==> config.mk <==
export PLATFORM = sky130hd
export DESIGN_NAME = i2c_div_search
export DESIGN_NICKNAME = d
export VERILOG_FILES = /design/src/rtl/i2c_div_pkg.sv /design/src/rtl/i2c_div_divider.sv /design/src/rtl/i2c_div_limits.sv /design/src/rtl/i2c_div_best.sv /design/src/rtl/i2c_div_search.sv
export SDC_FILE = /design/constraint.sdc
export NUM_CORES = 1
export LEC_CHECK = 0
export BUFFER_PORTS_ARGS = -buffer_cell sky130_fd_sc_hd__buf_2
export CAP_MARGIN = 20
export CORE_MARGIN = 5
export CORE_UTILIZATION = 55
export DETAILED_ROUTE_END_ITERATION = 10
export PLACE_DENSITY = 0.72
export SLEW_MARGIN = 20
export SYNTH_ARGS = -nofsm -noshare
export SYNTH_HDL_FRONTEND = slang
export SYNTH_HIERARCHICAL = 1
export SYNTH_SLANG_ARGS = --single-unit
==> constraint.sdc <==
create_clock -name clk_i -period 23.8 [get_ports clk_i]
set_input_delay 2.38 -clock clk_i [delete_from_list [all_inputs] [get_ports clk_i]]
set_output_delay 2.38 -clock clk_i [all_outputs]
set_load 0.005 [all_outputs]
==> src/rtl/i2c_div_pkg.sv <==
package i2c_div_pkg;
   typedef enum logic [2:0] {
      ST_IDLE,
      ST_CLASS,
      ST_KHZ,
      ST_MIN,
      ST_CAND,
      ST_PREP,
      ST_CHK,
      ST_FIN
   } srch_state_e;
endpackage

==> src/rtl/i2c_div_divider.sv <==
module i2c_div_divider #(
   parameter int W = 32
) (
   input  logic         clk_i,
   input  logic         rst_ni,
   input  logic         start_i,
   input  logic [W-1:0] num_i,
   input  logic [W-1:0] den_i,
   output logic         busy_o,
   output logic         done_o,
   output logic [W-1:0] quo_o,
   output logic [W-1:0] ceil_o
);
   localparam int CW = $clog2(W + 1);

   if (W < 8) begin : g_bad_w
      $error("divider width too small");
   end

   logic [W:0]   rem_q, shifted, rem_n;
   logic [W-1:0] quo_q, quo_n, den_q;
   logic [CW-1:0] cnt_q;

   always_comb begin
      shifted = {rem_q[W-1:0], quo_q[W-1]};
      if (shifted >= {1'b0, den_q}) begin
         rem_n = shifted - {1'b0, den_q};
         quo_n = {quo_q[W-2:0], 1'b1};
      end else begin
         rem_n = shifted;
         quo_n = {quo_q[W-2:0], 1'b0};
      end
   end

   always_ff @(posedge clk_i or negedge rst_ni) begin
      if (!rst_ni) begin
         rem_q  <= '0;
         quo_q  <= '0;
         den_q  <= '0;
         cnt_q  <= '0;
         busy_o <= 1'b0;
         done_o <= 1'b0;
      end else begin
         done_o <= 1'b0;
         if (start_i && !busy_o) begin
            rem_q  <= '0;
            quo_q  <= num_i;
            den_q  <= den_i;
            cnt_q  <= CW'(W);
            busy_o <= 1'b1;
         end else if (busy_o) begin
            rem_q <= rem_n;
            quo_q <= quo_n;
            cnt_q <= cnt_q - 1'b1;
            if (cnt_q == CW'(1)) begin
               busy_o <= 1'b0;
               done_o <= 1'b1;
            end
         end
      end
   end

   assign quo_o  = quo_q;
   assign ceil_o = quo_q + W'(rem_q != '0);


   rem_bound_chk: assert property (@(posedge clk_i) disable iff (!rst_ni)
      (done_o && den_q != '0) |-> (rem_q < {1'b0, den_q}));
endmodule

==> src/rtl/i2c_div_limits.sv <==
module i2c_div_limits #(
   parameter int W           = 32,
   parameter int LW          = 7,
   parameter int FS_MAX_HZ   = 400000,
   parameter int HS_MAX_HZ   = 3400000,
   parameter int STEP_LIM    = 64,
   parameter int HS_STEP_LIM = 8
) (
   input  logic [W-1:0]  tgt_i,
   output logic          range_err_o,
   output logic [LW-1:0] lim_o
);
   if (FS_MAX_HZ >= HS_MAX_HZ) begin : g_bad_speed
      $error("fast-mode maximum must lie below high-speed maximum");
   end

   assign range_err_o = (tgt_i > W'(HS_MAX_HZ));

   if (STEP_LIM == HS_STEP_LIM) begin : g_one_lim
      assign lim_o = LW'(STEP_LIM);
   end else begin : g_two_lim
      assign lim_o = (tgt_i > W'(FS_MAX_HZ)) ? LW'(HS_STEP_LIM) : LW'(STEP_LIM);
   end
endmodule

==> src/rtl/i2c_div_best.sv <==
module i2c_div_best #(
   parameter int W    = 32,
   parameter int SW1  = 4,
   parameter int LW   = 7,
   parameter int SMAX = 8
) (
   input  logic           clk_i,
   input  logic           rst_ni,
   input  logic           init_i,
   input  logic [LW-1:0]  lim_i,
   input  logic           cand_i,
   input  logic [SW1-1:0] s_i,
   input  logic [W-1:0]   step_i,
   input  logic [W-1:0]   ratio_i,
   output logic [SW1-1:0] best_s_o,
   output logic [LW-1:0]  best_step_o,
   output logic           hit_o
);
   localparam int PW = W + SW1;

   logic [PW-1:0] prod, best_prod_q;
   logic          fits, take;

   assign prod  = PW'(s_i) * PW'(step_i);
   assign fits  = (step_i <= W'(lim_i));
   assign take  = cand_i && fits && (prod < best_prod_q);
   assign hit_o = take && (prod == PW'(ratio_i));

   always_ff @(posedge clk_i or negedge rst_ni) begin
      if (!rst_ni) begin
         best_s_o    <= '0;
         best_step_o <= '0;
         best_prod_q <= '0;
      end else if (init_i) begin
         best_s_o    <= SW1'(SMAX);
         best_step_o <= lim_i;
         best_prod_q <= PW'(SMAX) * PW'(lim_i);
      end else if (take) begin
         best_s_o    <= s_i;
         best_step_o <= step_i[LW-1:0];
         best_prod_q <= prod;
      end
   end


   prod_monotone_chk: assert property (@(posedge clk_i) disable iff (!rst_ni)
      cand_i |=> (best_prod_q <= $past(best_prod_q)));

   step_cap_chk: assert property (@(posedge clk_i) disable iff (!rst_ni)
      cand_i |-> (best_step_o <= lim_i));
endmodule

==> src/rtl/i2c_div_search.sv <==
module i2c_div_search
   import i2c_div_pkg::*;
#(
   parameter int W           = 32,
   parameter int SMAX        = 8,
   parameter int STEP_LIM    = 64,
   parameter int HS_STEP_LIM = 8,
   parameter int FS_MAX_HZ   = 400000,
   parameter int HS_MAX_HZ   = 3400000,
   parameter int SEW         = $clog2(SMAX),
   parameter int TEW         = $clog2(STEP_LIM)
) (
   input  logic           clk_i,
   input  logic           rst_ni,
   input  logic           start_i,
   input  logic [W-1:0]   src_khz_i,
   input  logic [W-1:0]   tgt_hz_i,
   output logic           done_o,
   output logic           err_o,
   output logic [SEW-1:0] sample_enc_o,
   output logic [TEW-1:0] step_enc_o
);
   localparam int SW1 = $clog2(SMAX + 1);
   localparam int LW  = $clog2(STEP_LIM + 1);

   if (HS_STEP_LIM > STEP_LIM || SMAX < 2) begin : g_bad_cfg
      $error("step or sample limits out of range");
   end

   srch_state_e    state_q;
   logic [W-1:0]   src_q, tgt_q, khz_q, ratio_q, ratio_n;
   logic [SW1-1:0] s_q;
   logic           err_q, best_init_q;
   logic           dv_go_q, dv_busy, dv_done;
   logic [W-1:0]   dv_num_q, dv_den_q, dv_quo, dv_ceil, chk_den;
   logic           range_err, cand_hit;
   logic [LW-1:0]  lim;
   logic [SW1-1:0] best_s, best_s_m1;
   logic [LW-1:0]  best_step, best_step_m1;

   i2c_div_divider #(.W(W)) u_div (
      .clk_i   (clk_i),
      .rst_ni  (rst_ni),
      .start_i (dv_go_q),
      .num_i   (dv_num_q),
      .den_i   (dv_den_q),
      .busy_o  (dv_busy),
      .done_o  (dv_done),
      .quo_o   (dv_quo),
      .ceil_o  (dv_ceil)
   );

   i2c_div_limits #(
      .W(W), .LW(LW), .FS_MAX_HZ(FS_MAX_HZ), .HS_MAX_HZ(HS_MAX_HZ),
      .STEP_LIM(STEP_LIM), .HS_STEP_LIM(HS_STEP_LIM)
   ) u_lim (
      .tgt_i       (tgt_q),
      .range_err_o (range_err),
      .lim_o       (lim)
   );

   i2c_div_best #(.W(W), .SW1(SW1), .LW(LW), .SMAX(SMAX)) u_best (
      .clk_i       (clk_i),
      .rst_ni      (rst_ni),
      .init_i      (best_init_q),
      .lim_i       (lim),
      .cand_i      (state_q == ST_CAND && dv_done),
      .s_i         (s_q),
      .step_i      (dv_ceil),
      .ratio_i     (ratio_q),
      .best_s_o    (best_s),
      .best_step_o (best_step),
      .hit_o       (cand_hit)
   );

   assign ratio_n      = (dv_ceil == '0) ? W'(1) : dv_ceil;
   assign chk_den      = (W'(best_s) * W'(best_step)) << 1;
   assign best_s_m1    = best_s - 1'b1;
   assign best_step_m1 = best_step - 1'b1;

   always_ff @(posedge clk_i or negedge rst_ni) begin
      if (!rst_ni) begin
         state_q      <= ST_IDLE;
         src_q        <= '0;
         tgt_q        <= '0;
         khz_q        <= '0;
         ratio_q      <= '0;
         s_q          <= '0;
         err_q        <= 1'b0;
         best_init_q  <= 1'b0;
         dv_go_q      <= 1'b0;
         dv_num_q     <= '0;
         dv_den_q     <= '0;
         done_o       <= 1'b0;
         err_o        <= 1'b0;
         sample_enc_o <= '0;
         step_enc_o   <= '0;
      end else begin
         dv_go_q     <= 1'b0;
         best_init_q <= 1'b0;
         done_o      <= 1'b0;
         unique case (state_q)
            ST_IDLE: if (start_i) begin
               src_q   <= src_khz_i;
               tgt_q   <= tgt_hz_i;
               err_q   <= 1'b0;
               state_q <= ST_CLASS;
            end
            ST_CLASS: if (range_err) begin
               err_q   <= 1'b1;
               state_q <= ST_FIN;
            end else begin
               dv_go_q  <= 1'b1;
               dv_num_q <= tgt_q;
               dv_den_q <= W'(1000);
               state_q  <= ST_KHZ;
            end
            ST_KHZ: if (dv_done) begin
               if (dv_quo == '0) begin
                  err_q   <= 1'b1;
                  state_q <= ST_FIN;
               end else begin
                  khz_q    <= dv_quo;
                  dv_go_q  <= 1'b1;
                  dv_num_q <= src_q >> 1;
                  dv_den_q <= dv_quo;
                  state_q  <= ST_MIN;
               end
            end
            ST_MIN: if (dv_done) begin
               ratio_q     <= ratio_n;
               s_q         <= SW1'(1);
               best_init_q <= 1'b1;
               dv_go_q     <= 1'b1;
               dv_num_q    <= ratio_n;
               dv_den_q    <= W'(1);
               state_q     <= ST_CAND;
            end
            ST_CAND: if (dv_done) begin
               if (cand_hit || s_q == SW1'(SMAX)) begin
                  state_q <= ST_PREP;
               end else begin
                  s_q      <= s_q + 1'b1;
                  dv_go_q  <= 1'b1;
                  dv_num_q <= ratio_q;
                  dv_den_q <= W'(s_q) + W'(1);
               end
            end
            ST_PREP: begin
               dv_go_q  <= 1'b1;
               dv_num_q <= src_q;
               dv_den_q <= chk_den;
               state_q  <= ST_CHK;
            end
            ST_CHK: if (dv_done) begin
               if (dv_quo > khz_q) err_q <= 1'b1;
               state_q <= ST_FIN;
            end
            ST_FIN: begin
               done_o       <= 1'b1;
               err_o        <= err_q;
               sample_enc_o <= err_q ? '0 : best_s_m1[SEW-1:0];
               step_enc_o   <= err_q ? '0 : best_step_m1[TEW-1:0];
               state_q      <= ST_IDLE;
            end
            default: state_q <= ST_IDLE;
         endcase
      end
   end


   done_pulse_chk: assert property (@(posedge clk_i) disable iff (!rst_ni)
      done_o |=> !done_o);

   enc_hold_chk: assert property (@(posedge clk_i) disable iff (!rst_ni)
      (!$stable(sample_enc_o) || !$stable(step_enc_o)) |-> done_o);

   err_zero_chk: assert property (@(posedge clk_i) disable iff (!rst_ni)
      (done_o && err_o) |-> (sample_enc_o == '0 && step_enc_o == '0));

   div_idle_chk: assert property (@(posedge clk_i) disable iff (!rst_ni)
      (state_q == ST_IDLE) |-> !dv_busy);
endmodule

==> run_results.csv, run 1 <==
group,metric,value,unit
global_route,grt_max_degree,82,
clock_tree,cts_max_path_buffers,3,
sta,slew_headroom,25.1,%
logic_synthesis,async_flop_share,100,%
finish,layout_common_cells,"dfrtp_1, nand2_1, inv_1",
logic_synthesis,synth_largest_area_cell,"dfrtp_1",
drt,firstDrtPassIters,6,
clock_tree,clkTransAtPathRegs,0.06,ns
logic_synthesis,yosysUniqueCellTypes,91,
die,die_w,228,µm
logic_synthesis,ys_seq_area_share,34.8,%
logic_synthesis,yosysWarnings,6,
drt,ant_nets,0,
drt,vias_per_cell,6.12,
sta,clock-skew-final,0.0219,ns
setup_path,slowest_stage,"o311ai_0",
drt,drc,0,
clock_tree,cts.sinks,365,
sta,fin_tns_setup,0,ns
finish,nNetsFinal,3177,
placement,dp_hpwl,53.8,mm
logic_synthesis,synth_top_area_share,34.8,%
die,row_count,80,
setup_path,crit_fanout,65,
logic_synthesis,netlist_instances,2851,
placement,dp_slack,13.25,ns
clock_tree,cts_buffers,41,
power_and_ir_drop,power.leakage,14.0,nW
drt,dr_total_vias,21500,
sta,rsz0062_at_grt,"false",
global_route,grt_overflow,0,
power_and_ir_drop,power_density,45.2,mW/mm²
clock_tree,cts_resized,0,
logic_synthesis,synth.cell_area,0.0262,mm²
logic_synthesis,ys_seq_elements,365,
power_and_ir_drop,p_total,0.00128,W
finish,layout_commonest_cell,"dfrtp_1",
die,start_util,55.3,%
sta,drv_slew,0,
sta,period_minus_slack,10.78,ns
logic_synthesis,syn_area_per_cell,9.21,µm²
setup_path,cpPeakStageDelay,0.61,ns
finish,largest_reg_flops,36,
logic_synthesis,synth_area_leaders,"dfrtp_1, ha_1, mux2_2, fa_1, nand2_1",
drt,post_drt_wl_per_cell,20.7,µm
clock_tree,cts_setup_buffers,0,
setup_path,r2r_start,"u_div/rem_q[8]",
sta,setup_viol_count_final,0,
clock_tree,h-tree-depth,2,
sta,setup_ws,13.02,ns
clock_tree,cts_tree,"built",
placement,io_buffers,77,
global_route,antenna_found_initial,3,
finish,syn2layout_area_growth,8.13,%
sta,finalCritPeriodShare,45.3,%
setup_path,cp-startpoint,"u_div/rem_q[8]",
setup_path,start_kind,"register",
setup_path,worstPathArrival,11.19,ns
sta,max_freq,0.0928,GHz
die,core_area,0.0474,mm²
global_route,track_usage,27.4,%
die,die_h,228,µm
power_and_ir_drop,vdd_drop_max,0.0532,mV
drt,routed_wl,72.6,mm
global_route,grt_pass1_vias,21400,
run_status,status,"complete, no violations",
die,ios,78,
logic_synthesis,synth-edff-count,0,
run,max-cap-violations,0,
global_route,grt_pass1_wl,117,mm
worst_hold_path,hold_path.class,"reg2reg",
setup_path,worstSetupPathType,"reg2reg",
clock_tree,clock_latency,0.58,ns
finish,top_regs,"u_best/best_prod_q: 36 flops, u_div/rem_q: 33 flops",
logic_synthesis,ys.flop_type,"dfrtp_1",
clock_tree,cts_root_buffer,"clkbuf_16",
clock_tree,holdBufCountCts,0,
die,die_area,0.0522,mm²
placement,gp_congestion,0.957,
setup_path,crit_required,24.21,ns
finish,regMostFlops,"u_best/best_prod_q",
setup_path,cp-end-kind,"register",
finish,drive_gt1_share,11.5,%
sta,worst_slew_pin_slew,1.11,ns
sta,hold_violations,0,
worst_hold_path,hold_path_startpoint,"step_enc_o[0]",
drt,drt_iter0_markers,1889,
Yosys cell counts, types with 13 or more instances:
library cell and n:
and2_1 112, nor4_1 42, a221oi_1 39, nand3_1 73, a21oi_1 141, o31ai_1 13
a211oi_1 13, xor2_1 53, nand2_1 291, dfrtp_1 365, xnor2_1 70, a31oi_1 62
nor3_1 30, buf_2 42, inv_1 274, mux2_2 130, nor2_1 169, nand2b_1 13
fa_1 71, nand4_1 34, mux2i_1 84, and3_1 27, clkbuf_1 71, a21o_1 43
o21ai_0 158, nor2b_1 15, nor3b_1 13, a22o_1 36, ha_1 173
kinds of logic after synthesis:
| group | after synthesis | synth area share [%] |
|---|---|---|
| AO/OA/AOI/OAI | 625 | 15.6 |
| buffers and inverters | 416 | 6.50 |
| multiplexers | 215 | 8.84 |
| XOR/XNOR | 130 | 4.70 |
| other | 1 | 0.0143 |
| adder cells (fa/ha/maj) | 244 | 13.7 |
| flip-flops | 365 | 34.8 |
| AND/OR/NAND/NOR | 855 | 15.8 |
worst max-delay path, delay by kind of cell (launching register included):
family	cells	cell delay [ns]
XOR/XNOR	1	0.23
flip-flops	1	0.43
adder cells (fa/ha/maj)	5	1.93
AO/OA/AOI/OAI	14	3.38
buffers and inverters	5	0.82
AND/OR/NAND/NOR	16	3.76
where the power goes:
| part | internal (W) | switching [W] | leakage (nW) |
|---|---|---|---|
| Sequential | 0.000622 | 0.00000126 | 5.01 |
| Combinational | 0.00000716 | 0.0000174 | 8.30 |
| Clock | 0.000371 | 0.000265 | 0.664 |
| Total | 0.00100 | 0.000284 | 14.0 |
per-layer routing:
| metal | up-vias | GRT usage [%] | routed length (µm) |
|---|---|---|---|
| met3 | 184 | 4.27 | 4190 |
| met1 | 10600 | 36.7 | 31000 |
| li1 | 10000 | - | - |
| met5 | - | 0 | 0 |
| met2 | 693 | 45.5 | 34700 |
| met4 | 0 | 10.0 | 2820 |
area by class of cell:
type                            instances  area [µm²]
Multi-Input combinational cell       2074       15500
Tap cell                              615         769
Sequential cell                       365        9140
Inverter                              276        1040
Clock buffer                           58        1190
Antenna cell                            1        2.50
Timing Repair Buffer                  108         628
Fill cell                            4098       19100
Clock inverter                         13         148
final timing paths:
kind                                    to  slack (ns)  cells past startpoint
hold / removal               step_enc_o[0]        0.48                      2
setup reg to reg               dv_num_q[0]       13.02                     41
max in group asynchronous     u_div/busy_o       19.59                      3
setup / recovery               dv_num_q[0]       13.02                     41
hold reg to reg              step_enc_o[0]        0.48                      2
min in group asynchronous  sample_enc_o[0]        1.78                      1
per-stage QoR:
step | instances | hold slack, ns | util, % | instance area (µm²)
2_1_floorplan | 2855 | 0.435 | - | 26300
3_3_place_gp | 3438 | 0.459 | 57.0 | 27000
3_5_place_dp | 3438 | 0.467 | 57.0 | 27000
4_1_cts | 3509 | 0.481 | 59.8 | 28400
5_1_grt | 3509 | 0.505 | 59.8 | 28400
6_report | 3510 | 0.476 | 59.8 | 28400
No activity file was read; power rests on OpenSTA's default activity.
==> inputs of run 2 (changes only) <==
==> constraint.sdc (replaced) <==
create_clock -name clk_i -period 10 [get_ports clk_i]
set_input_delay 1 -clock clk_i [delete_from_list [all_inputs] [get_ports clk_i]]
set_output_delay 1 -clock clk_i [all_outputs]
set_load 0.005 [all_outputs]
==> run 2 against run 1 <==
  * Core utilization up 1.1 points
  * Worst hold slack lost 0.16 ns
  * Clock-buffer cell count is 4 higher
  * Register-to-register slack got worse by 12 ns
  * Critical path type unchanged
  * Critical endpoint is now dv_num_q[31]
  * Largest cell class unchanged
==> run_results.csv, run 2 (synthesis results as in run 1) <==
group,metric,value,unit
run_status,status,"complete, no violations",
drt,routed_wl,72.5,mm
setup_path,crit_top_cell,"ha_1",
drt,vias_per_cell,6.09,
setup_path,cp-startpoint,"u_div/rem_q[7]",
setup_path,start_kind,"register",
sta,slew_headroom,28.7,%
setup_path,r2r_start,"u_div/rem_q[7]",
drt,drc,0,
finish,final_area,0.0289,mm²
setup_path,worstPathArrival,9.78,ns
setup_path,slowest_stage,"or4_1",
sta,drv_slew,0,
finish,fill_cells,4005,
placement,dp_hpwl,54.1,mm
global_route,grt_pass1_wl,118,mm
finish,largest_reg_flops,36,
die,ios,78,
placement,gp_congestion,0.930,
clock_tree,clock_latency,0.57,ns
worst_hold_path,hold_path.class,"in2async",
power_and_ir_drop,p_sw_share,22.2,%
sta,finalCritPeriodShare,93.5,%
global_route,grt_pass1_vias,22000,
sta,clock-skew-final,0.0232,ns
placement,dpl_cell_area,0.0272,mm²
global_route,grt_overflow,0,
clock_tree,cts_max_path_buffers,3,
finish,syn2layout_area_growth,10.1,%
global_route,grt_max_degree,129,
global_route,antenna_found_initial,1,
die,row_count,80,
die,die_h,228,µm
power_and_ir_drop,vdd_drop_max,0.147,mV
die,core_area,0.0474,mm²
finish,layout_common_cells,"dfrtp_1, nand2_1, inv_1",
sta,fin_tns_setup,0,ns
setup_path,worstSetupPathType,"reg2reg",
clock_tree,clkTransAtPathRegs,0.06,ns
global_route,grt_util_met2,46.6,%
global_route,met1_usage,36.8,%
clock_tree,cts_root_buffer,"clkbuf_16",
setup_path,worst-path-buf-inv,5,
finish,num_antenna_cells,0,
die,die_w,228,µm
clock_tree,cts.sinks,365,
setup_path,cpPeakStageDelay,0.57,ns
power_and_ir_drop,p_int,0.00242,W
power_and_ir_drop,p_comb_share,1.9,%
power_and_ir_drop,power_frac_seq,47.7,%
sta,max_freq,0.107,GHz
setup_path,crit_required,10.43,ns
drt,dr_total_vias,21600,
power_and_ir_drop,p_sw,0.000690,W
drt,ant_nets,0,
clock_tree,cts_buffers,43,
die,die_area,0.0522,mm²
sta,worst_slew_pin_slew,1.07,ns
run,max-cap-violations,0,
clock_tree,holdBufCountCts,0,
setup_path,crit_fanout,64,
power_and_ir_drop,power_density,107,mW/mm²
drt,drt_iter0_markers,1685,
placement,io_buffers,77,
global_route,globalRouteMet3Util,2.87,%
power_and_ir_drop,clock_power_share,50.3,%
clock_tree,h-tree-depth,2,
die,start_util,55.3,%
finish,nNetsFinal,3209,
sta,setup_viol_count_final,0,
setup_path,cp-end-kind,"register",
drt,post_drt_wl_per_cell,20.4,µm
setup_path,r2r_slack,0.65,ns
finish,regMostFlops,"u_best/best_prod_q",
power_and_ir_drop,p_total,0.00311,W
finish,top_regs,"u_best/best_prod_q: 36 flops, u_div/rem_q: 33 flops",
finish,drive_gt1_share,13.5,%
sta,hold_violations,0,
clock_tree,cts_tree,"built",
sta,period_minus_slack,9.35,ns
setup_path,path_delay_family,"simple AND/OR/NAND/NOR gates",
finish,layout_commonest_cell,"dfrtp_1",
power_and_ir_drop,power.leakage,14.2,nW
global_route,top_usage_layer,"met2",
drt,firstDrtPassIters,6,
sta,rsz0062_at_grt,"false",
global_route,track_usage,27.5,%
run 2: layer usage:
| metal | vias to the layer above | wire (µm) |
|---|---|---|
| met3 | 197 | 3720 |
| met4 | 0 | 2870 |
| met5 | - | 0 |
| met2 | 740 | 35000 |
| met1 | 10600 | 30900 |
| li1 | 10100 | - |
run 2: cell type report:
type	instances	area [µm²]	area share [%]
inverter	276	1040	3.58
sequential	365	9140	31.6
clock inverter	15	141	0.489
tap	615	769	2.66
timing repair buffer	138	893	3.09
clock buffer	62	1280	4.42
multi-input combinational	2074	15600	54.1
run 2: worst reg2reg max path, delay by kind of cell, from the launching register on:
kind,cells,cell delay [ns]
and+or+nand+nor,15,3.13
xor gates and xnor gates,2,0.43
buffers and inverters,5,0.67
DFF,1,0.42
adders and majority gates,6,2.20
AOI/OAI and AO/OA,12,2.34
run 2: worst paths after layout:
path,depth (start not counted),end
max,40,dv_num_q[31]
min,1,u_div/rem_q[9]
max reg2reg,40,dv_num_q[31]
min reg2reg,1,u_div/cnt_q[5]
max in group asynchronous,3,u_div/busy_o
min in group clk_i,1,u_div/cnt_q[5]
run 2: repair_timing:
item	4_1_cts	5_1_grt
buffers inserted	0	2
pin swaps	0	4
resized for setup	1	37
endpoints found under the setup margin	1	72
run 2: power by group through the flow:
stage          Combinational (W)  Clock (W)  Sequential [W]
6_report               0.0000602    0.00156         0.00148
5_1_grt                0.0000710    0.00165         0.00148
4_1_cts                0.0000613    0.00159         0.00148
3_5_place_dp           0.0000613          0         0.00151
3_3_place_gp           0.0000595          0         0.00151
2_1_floorplan          0.0000142          0         0.00151
run 2: metrics by stage:
stage,setup WS (ns),std cells,utilization [%],hold slack (ns)
finish,0.649,3545,60.9,0.320
global route,0.0133,3545,60.9,0.338
CTS,0.0286,3541,60.4,0.477
detailed placement,0.0328,3464,57.4,0.465
global placement,0.231,3464,57.4,0.458
floorplan,1.80,2855,-,0.435
